**src/rtl/iqlink_pkg.sv**
```systemverilog
package iqlink_pkg;
  // Source of the DAC-side serial line
  typedef enum logic {
    SRC_IQ  = 1'b0,
    SRC_RET = 1'b1
  } dac_src_e;
endpackage

```
**src/rtl/iqlink_bitclk.sv**
```systemverilog
// Integer divider producing the bit clock and one-cycle edge strobes.
module iqlink_bitclk #(
  parameter int CLK_DIV = 32
) (
  input  logic clk,
  input  logic rst,
  output logic bclk_o,
  output logic rise_o,
  output logic fall_o
);
  logic edge_w;

  generate
    if (CLK_DIV == 1) begin : g_direct
      assign edge_w = 1'b1;
    end else begin : g_count
      localparam int CW = $clog2(CLK_DIV);
      localparam logic [CW-1:0] LAST = CW'(CLK_DIV - 1);
      logic [CW-1:0] cnt_q;
      always_ff @(posedge clk) begin
        if (rst) cnt_q <= '0;
        else if (cnt_q == LAST) cnt_q <= '0;
        else cnt_q <= cnt_q + 1'b1;
      end
      assign edge_w = (cnt_q == LAST);
    end
  endgenerate

  always_ff @(posedge clk) begin
    if (rst) bclk_o <= 1'b0;
    else if (edge_w) bclk_o <= ~bclk_o;
  end

  // strobes mark the cycle at whose end the bit clock toggles
  assign rise_o = edge_w & ~bclk_o;
  assign fall_o = edge_w & bclk_o;
endmodule

```
**src/rtl/iqlink_slotseq.sv**
```systemverilog
// Bit-slot counter and word-select generation, advanced on falling bit-clock edges.
module iqlink_slotseq #(
  parameter int WORD_W  = 16,
  localparam int FRAME_W = 2 * WORD_W,
  localparam int SLOT_W  = $clog2(FRAME_W)
) (
  input  logic              clk,
  input  logic              rst,
  input  logic              fall_tick,
  output logic [SLOT_W-1:0] slot_o,
  output logic              ws_o,
  output logic              frame_start_o
);
  localparam logic [SLOT_W-1:0] LAST_SLOT  = SLOT_W'(FRAME_W - 1);
  localparam logic [SLOT_W-1:0] RIGHT_SLOT = SLOT_W'(WORD_W);

  logic [SLOT_W-1:0] next_slot;

  assign next_slot     = (slot_o == LAST_SLOT) ? '0 : slot_o + 1'b1;
  assign frame_start_o = fall_tick & (slot_o == LAST_SLOT);

  always_ff @(posedge clk) begin
    if (rst) begin
      slot_o <= LAST_SLOT;
      ws_o   <= 1'b1;
    end else if (fall_tick) begin
      slot_o <= next_slot;
      ws_o   <= (next_slot >= RIGHT_SLOT);
    end
  end
endmodule

```
**src/rtl/iqlink_txser.sv**
```systemverilog
// Frame serializer: one bit per falling edge, MSB first, reload at frame start.
module iqlink_txser #(
  parameter int FRAME_W = 32
) (
  input  logic               clk,
  input  logic               rst,
  input  logic               fall_tick,
  input  logic               frame_start,
  input  logic [FRAME_W-1:0] load_word,
  output logic               sd_o
);
  logic [FRAME_W-1:0] sr_q;

  always_ff @(posedge clk) begin
    if (rst) begin
      sr_q <= '0;
      sd_o <= 1'b0;
    end else if (fall_tick) begin
      // the bit leaving now is the last bit of the old frame at frame start,
      // which gives the one-slot delay after the word-select edge
      sd_o <= sr_q[FRAME_W-1];
      if (frame_start) sr_q <= load_word;
      else             sr_q <= {sr_q[FRAME_W-2:0], 1'b0};
    end
  end
endmodule

```
**src/rtl/iqlink_rxdes.sv**
```systemverilog
// Frame deserializer: samples on rising edges and publishes a complete frame
// at the rising edge of slot 0, when the delayed last bit has arrived.
module iqlink_rxdes #(
  parameter int FRAME_W = 32,
  localparam int SLOT_W = $clog2(FRAME_W)
) (
  input  logic               clk,
  input  logic               rst,
  input  logic               rise_tick,
  input  logic [SLOT_W-1:0]  slot_i,
  input  logic               sd_i,
  output logic [FRAME_W-1:0] frame_o
);
  logic [FRAME_W-1:0] sr_q;
  logic [FRAME_W-1:0] sr_next;

  assign sr_next = {sr_q[FRAME_W-2:0], sd_i};

  always_ff @(posedge clk) begin
    if (rst) begin
      sr_q    <= '0;
      frame_o <= '0;
    end else if (rise_tick) begin
      sr_q <= sr_next;
      if (slot_i == '0) frame_o <= sr_next;
    end
  end
endmodule

```
**src/rtl/iq_serial_link.sv**
```systemverilog
module iq_serial_link
  import iqlink_pkg::*;
#(
  parameter int WORD_W  = 16,
  parameter int CLK_DIV = 32
) (
  input  logic              clk,
  input  logic              rst,
  input  logic              iq_valid,
  input  logic [WORD_W-1:0] i_in,
  input  logic [WORD_W-1:0] q_in,
  input  logic              sd_ret,
  input  logic              dac_sel,
  output logic              bclk,
  output logic              ws,
  output logic              sd_proc,
  output logic              sd_dac
);
  localparam int FRAME_W = 2 * WORD_W;
  localparam int SLOT_W  = $clog2(FRAME_W);

  logic              rise_w, fall_w, fstart_w;
  logic [SLOT_W-1:0] slot_w;
  logic [FRAME_W-1:0] iq_hold_q;
  logic [FRAME_W-1:0] ret_frame_w;
  logic [FRAME_W-1:0] dac_load_w;
  dac_src_e           src_w;

  iqlink_bitclk #(.CLK_DIV(CLK_DIV)) clk_i (
    .clk    (clk),
    .rst    (rst),
    .bclk_o (bclk),
    .rise_o (rise_w),
    .fall_o (fall_w)
  );

  iqlink_slotseq #(.WORD_W(WORD_W)) seq_i (
    .clk           (clk),
    .rst           (rst),
    .fall_tick     (fall_w),
    .slot_o        (slot_w),
    .ws_o          (ws),
    .frame_start_o (fstart_w)
  );

  // latest offered pair, I in the upper half
  always_ff @(posedge clk) begin
    if (rst) iq_hold_q <= '0;
    else if (iq_valid) iq_hold_q <= {i_in, q_in};
  end

  iqlink_txser #(.FRAME_W(FRAME_W)) tx_proc_i (
    .clk         (clk),
    .rst         (rst),
    .fall_tick   (fall_w),
    .frame_start (fstart_w),
    .load_word   (iq_hold_q),
    .sd_o        (sd_proc)
  );

  iqlink_rxdes #(.FRAME_W(FRAME_W)) rx_ret_i (
    .clk       (clk),
    .rst       (rst),
    .rise_tick (rise_w),
    .slot_i    (slot_w),
    .sd_i      (sd_ret),
    .frame_o   (ret_frame_w)
  );

  // source is taken only when the DAC serializer reloads (frame start)
  assign src_w      = dac_sel ? SRC_RET : SRC_IQ;
  assign dac_load_w = (src_w == SRC_RET) ? ret_frame_w : iq_hold_q;

  iqlink_txser #(.FRAME_W(FRAME_W)) tx_dac_i (
    .clk         (clk),
    .rst         (rst),
    .fall_tick   (fall_w),
    .frame_start (fstart_w),
    .load_word   (dac_load_w),
    .sd_o        (sd_dac)
  );
endmodule

```
**config.mk**
```make
export PLATFORM = sky130hd
export DESIGN_NAME = iq_serial_link
export DESIGN_NICKNAME = d
export VERILOG_FILES = /design/src/rtl/iqlink_pkg.sv /design/src/rtl/iqlink_bitclk.sv /design/src/rtl/iqlink_slotseq.sv /design/src/rtl/iqlink_txser.sv /design/src/rtl/iqlink_rxdes.sv /design/src/rtl/iq_serial_link.sv
export SDC_FILE = /design/constraint.sdc
export NUM_CORES = 1
export LEC_CHECK = 0
export CAP_MARGIN = 5
export CORE_ASPECT_RATIO = 1.75
export CORE_UTILIZATION = 26
export CTS_CLUSTER_DIAMETER = 200
export CTS_CLUSTER_SIZE = 8
export DETAILED_ROUTE_END_ITERATION = 10
export PLACE_DENSITY = 0.41
export REMOVE_ABC_BUFFERS = 1
export SYNTH_ARGS = -nofsm -noshare
export SYNTH_HDL_FRONTEND = slang
export SYNTH_SLANG_ARGS = --single-unit
export TNS_END_PERCENT = 30
```
**constraint.sdc**
```tcl
create_clock -name clk -period 2.3 [get_ports clk]
set_input_delay 0.46 -clock clk [delete_from_list [all_inputs] [get_ports clk]]
set_output_delay 0.46 -clock clk [all_outputs]
set_load 0.01 [all_outputs]
```
==> results of run 1 <==
==> placed cells by master, fill, tap and decap left out, drive strengths merged, types with 2 or more instances in the layout <==
cell type and count:
a31oi 31, ha 5, nand3 4, clkinv 6
dfxtp 172, clkdlybuf4s50 37, nor3 4, o211ai 31
nand2 101, mux2i 95, and3 3, nand2b 98
nand3b 33, a211o 3, buf 31, nor2 64
nor3b 3, bufinv 5, a211oi 31, a21oi 36
clkbuf 19, inv 2
==> cell type report <==
cell class / instances / share of cell area
clock buffer: 19 / 0.0503
clock inverter: 12 / 0.0222
timing repair buffer: 68 / 0.0811
multi-input combinational: 552 / 0.402
inverter: 2 / 0.000852
tap: 369 / 0.0524
sequential: 172 / 0.391
==> power groups by stage <==
stage                     combinational [mW]  sequential [mW]  clock (mW)
after floorplan                        0.102             3.10           0
after global placement                 0.286             3.12           0
after detailed placement               0.288             3.12           0
after CTS                              0.289             3.05        3.28
after global routing                   0.309             3.05        3.38
final                                  0.281             3.05        3.15
==> state kept, by name, summed over array words and instances, names as in the netlist <==
register             count
tx_dac_i.sd_o            1
rx_ret_i.frame_o        32
clk_i.g_count.cnt_q      5
clk_i.bclk_o             1
tx_proc_i.sr_q          32
rx_ret_i.sr_q           31
tx_dac_i.sr_q           32
seq_i.ws_o               1
iq_hold_q               32
seq_i.slot_o             4
tx_proc_i.sd_o           1
==> worst paths after layout <==
check | depth (start not counted) | start | slack [ns] | endpoint
max | 1 | clk_i.bclk_o | 0.24 | bclk
min reg2reg | 2 | tx_proc_i.sr_q[0] | 0.45 | tx_proc_i.sr_q[0]
min | 2 | rst | 0.37 | iq_hold_q[0]
max reg2reg | 7 | clk_i.g_count.cnt_q[0] | 0.29 | rx_ret_i.frame_o[14]
==> per-layer routing <==
metal,vias up,wire length (microns),global-route usage
li1,2774,-,-
met1,2501,7690,0.151
met2,53,8910,0.228
met3,14,410,0.0318
met4,0,260,0.0478
met5,-,0,0
==> logic make-up (layout without fill, tap and decap cells) <==
kind of cell    after synthesis  in the layout  synth area share
buf+inv                      73            101            0.0441
flops                       172            172             0.472
xor+xnor                      2              2           0.00240
simple gates                315            315             0.221
compound gates              134            134             0.120
fa+ha+maj                     5              5           0.00857
mux                          96             96             0.132
==> through the flow <==
stage / setup WS (ns) / utilization / instance area, sq um / TNS, ns
floorplan: -1.19 / - / 6980 / -103.60
global placement: 0.250 / 0.298 / 8170 / 0
detailed placement: 0.198 / 0.298 / 8170 / 0
CTS: 0.175 / 0.321 / 8800 / 0
global route: 0.0896 / 0.321 / 8810 / 0
finish: 0.244 / 0.321 / 8810 / 0
==> flow_summary.json, run 1 <==
{
  "final_cells": 1194,
  "gp_congestion": 0.679,
  "die-area_sq_mm": 0.0288,
  "path_max_fanout": 7,
  "synth_top_area_frac": 0.472,
  "max_stage_delay_ns": 0.69,
  "internal-power_mw": 5.11,
  "crit_slowest_cell": "clkdlybuf4s50_1",
  "path_clk_slew_ns": 0.06,
  "drive_above_1_share": 0.0812,
  "grt_max_degree": 64,
  "hold_class": "input port to flop",
  "power_frac_comb": 0.043,
  "ioPinCount": 41,
  "ys_seq_area_frac": 0.472,
  "fp-row-count": 80,
  "worst_pin_slew_ns": 0.397,
  "grt_pass1_vias": 5335,
  "drc_errors": 0,
  "antenna_found_initial": 0,
  "path_delay_family": "buffers and inverters",
  "path_class": "flop to output port",
  "postSynth.asyncResetShare": 0,
  "ant_nets": 0,
  "port_buffers": 40,
  "wirelength_mm": 17.3,
  "cts_resized": 0,
  "fillers": 2937,
  "synth_edf_count": 0,
  "placedCellCount": 1163,
  "grt_overflow": 0,
  "seqPwrFrac": 0.470,
  "viasPerCell": 4.47,
  "period_share": 0.894,
  "clock_path_buffers": 2,
  "wire_per_inst_microns": 14.5,
  "synth_area_leaders": "dfxtp_1, mux2i_1, nand2b_1",
  "die_x_microns": 129,
  "cts-root-buf": "clkbuf_16",
  "dieHeight_microns": 224,
  "clkSinkCount": 172,
  "first_pass_iters": 4,
  "setup_viol": 0,
  "skew_ns": 0.00780,
  "seq_area_sq_mm": 0.00344,
  "synth_cell_types": 30,
  "fin_crit_ns": 2.06,
  "initial_core_util": 0.266,
  "synthToLayoutAreaGrowth_pct": 20.7,
  "power_density_mw_per_mm2": 736,
  "grt_util_all_layers": 0.130,
  "grt_pass1_wl_mm": 28.5,
  "drtIter0Drc": 299,
  "vias": 5342,
  "synth_top_area_cell": "dfxtp_1",
  "leakagePower_nw": 3.15,
  "ys_ff_latch": 172,
  "clk-insertion-delay-late_ns": 0.44,
  "required_ns": 1.84,
  "post-cts-setup-buffers": 0,
  "synth_top_flop_cell": "dfxtp_1",
  "coreArea_sq_mm": 0.0274,
  "cts_made_buffers": 17,
  "cts.hold.buffers_added": 0,
  "cts_tree": "yes",
  "max_cap_violations": 0,
  "n_antenna_cell": 0,
  "status": "finished clean",
  "synth.most_common_cell": "dfxtp_1",
  "ys_top_cells_by_count": "dfxtp_1, nand2_1, nand2b_1",
  "slew_headroom": 0.735,
  "layout.nets": 855,
  "synth_area_sq_mm": 0.00730,
  "worst-path-buf-inv": 1,
  "hold_viol": 0,
  "fmax_ghz": 0.486,
  "yosysWarnings": 0,
  "critPathCaptureType": "output port",
  "dp_hpwl_mm": 11.1,
  "switching_share": 0.212,
  "cp.arrival_ns": 1.60,
  "synth_cells": 797,
  "p_total_mw": 6.48,
  "path_cells": "clkdlybuf4s50_1",
  "syn_area_per_cell_sq_um": 9.16,
  "pwr-share-clk": 0.486,
  "cp-start-kind": "flop",
  "cts-htree-levels": 4,
  "power_switching_mw": 1.38,
  "ir_drop_v": 0.000516,
  "multiInputGateArea_sq_mm": 0.00354,
  "whs_ns": 0.374,
  "slew_violations": 0,
  "rsz0062_at_grt": "false"
}
Note: power is estimated with default switching activity, not from simulation.
==> run 2: changes to the inputs <==
- HOLD_SLACK_MARGIN: unset -> 0.05
==> results of run 2 <==
No change in the layout: final DEF, timing and power equal those of run 1.
==> run 3: changes to the inputs <==
- REMOVE_ABC_BUFFERS: 1 -> unset
==> run 3 against run 2 <==
  * Wire length down 2.0%
  * Register-to-register slack gained 0.11 ns
  * Final area shrank 0.55%
  * Power down 0.93%
  * Flip-flop and latch count unchanged
  * Combinational power shrank 1%
  * Critical endpoint is now ws
  * Highest routed layer unchanged
==> flow_summary.json, run 3 (synthesized netlist as in run 1, its figures left out) <==
{
  "clkSinkCount": 172,
  "final_cell_mix": "dfxtp_1, nand2_1, nand2b_1",
  "cts-root-buf": "clkbuf_16",
  "path_max_fanout": 4,
  "hold_viol": 0,
  "worst-path-buf-inv": 1,
  "cts_made_buffers": 17,
  "final_cells": 1191,
  "cp-start-kind": "flop",
  "wl_met1_mm": 7.68,
  "max_stage_delay_ns": 0.60,
  "cts_tree": "yes",
  "port_buffers": 40,
  "ioPinCount": 41,
  "max_cap_violations": 0,
  "topRoutingLayerUsed": "met4",
  "vias": 5370,
  "fp-row-count": 80,
  "slew_headroom": 0.699,
  "cts-htree-levels": 4,
  "skew_ns": 0.00850,
  "die_x_microns": 129,
  "met2_length_mm": 8.63,
  "cts.hold.buffers_added": 0,
  "first_pass_iters": 4,
  "wl_met3_microns": 313,
  "drtIter0Drc": 252,
  "final_common_cell": "dfxtp_1",
  "coreArea_sq_mm": 0.0274,
  "grt_util_all_layers": 0.127,
  "layout.nets": 852,
  "wire_per_inst_microns": 14.2,
  "clock_path_buffers": 2,
  "synthToLayoutAreaGrowth_pct": 20.0,
  "path_clk_slew_ns": 0.06,
  "fin_tns_setup_ns": 0,
  "cts_resized": 0,
  "ir_drop_v": 0.000467,
  "p_total_mw": 6.42,
  "viasPerCell": 4.51,
  "path_class": "flop to output port",
  "path_cells": "clkdlybuf4s50_1",
  "rsz0062_at_grt": "false",
  "drc_errors": 0,
  "required_ns": 1.84,
  "hold_class": "input port to flop",
  "worst_pin_slew_ns": 0.452,
  "dieHeight_microns": 224,
  "leakagePower_nw": 3.13,
  "placedInstanceArea_sq_mm": 0.00813,
  "initial_core_util": 0.266,
  "placedCellCount": 1160,
  "grt_pass1_wl_mm": 28.2,
  "path_delay_family": "buffers and inverters",
  "critPathCaptureType": "output port",
  "drive_above_1_share": 0.0742,
  "ant_nets": 0,
  "n_antenna_cell": 0,
  "grt_max_degree": 55,
  "gp_congestion": 0.698,
  "setup_viol": 0,
  "fmax_ghz": 0.506,
  "wirelength_mm": 16.9,
  "period_share": 0.860,
  "antenna_found_initial": 0,
  "status": "finished clean",
  "post-cts-setup-buffers": 0,
  "clk-insertion-delay-late_ns": 0.44,
  "grt_pass1_vias": 5452,
  "dp_hpwl_mm": 10.8,
  "die-area_sq_mm": 0.0288,
  "power_density_mw_per_mm2": 733,
  "slew_violations": 0,
  "fin_area_sq_mm": 0.00876,
  "grt_overflow": 0,
  "fin_crit_ns": 1.98,
  "syn_nets": 839,
  "cp.arrival_ns": 1.52,
  "crit_slowest_cell": "clkdlybuf4s50_1"
}
## run 3: power by group
group / leakage (nW) / switching [mW] / internal [mW]
Sequential: 1.39 / 0.0341 / 3.02
Clock: 0.310 / 1.17 / 1.92
Combinational: 1.43 / 0.133 / 0.143
Total: 3.13 / 1.34 / 5.08
## run 3: path summary, 6_finish.rpt
path / start / end / cells past startpoint / slack (ns)
setup / recovery: seq_i.ws_o / ws / 1 / 0.32
setup reg to reg: clk_i.g_count.cnt_q[0] / seq_i.slot_o[0] / 7 / 0.40
hold reg to reg: tx_proc_i.sd_o / tx_proc_i.sd_o / 2 / 0.45
hold / removal: rst / iq_hold_q[15] / 2 / 0.37
## run 3: worst reg2reg max path, delay by kind of cell, from the launching register on
kind / cells / cell delay [ns]
AND/OR/NAND/NOR: 2 / 0.36
AO/OA/AOI/OAI: 1 / 0.29
buffers and inverters: 2 / 0.44
flip-flops: 1 / 0.35
adder cells (fa/ha/maj): 2 / 0.36
## run 3: area by class of cell
type / count / area (sq um)
Fill cell: 2961 / 18700
Multi-Input combinational cell: 552 / 3540
Sequential cell: 172 / 3440
Timing Repair Buffer: 65 / 679
Clock buffer: 24 / 492
Tap cell: 369 / 462
Clock inverter: 7 / 135
Inverter: 2 / 7.51
## run 3: through the flow
| step | hold slack (ns) | util | worst slack [ns] |
|---|---|---|---|
| CTS | 0.361 | 0.319 | 0.282 |
| global placement | 0.442 | 0.296 | 0.398 |
| detailed placement | 0.447 | 0.296 | 0.382 |
| floorplan | 0.427 | - | 0.443 |
| finish | 0.370 | 0.319 | 0.323 |
| global route | 0.386 | 0.319 | 0.252 |
## run 3: metal layers
layer / vias up / GRT usage
met5: - / 0
met1: 2544 / 0.148
met2: 42 / 0.220
met3: 15 / 0.0275
met4: 0 / 0.0524
li1: 2769 / -
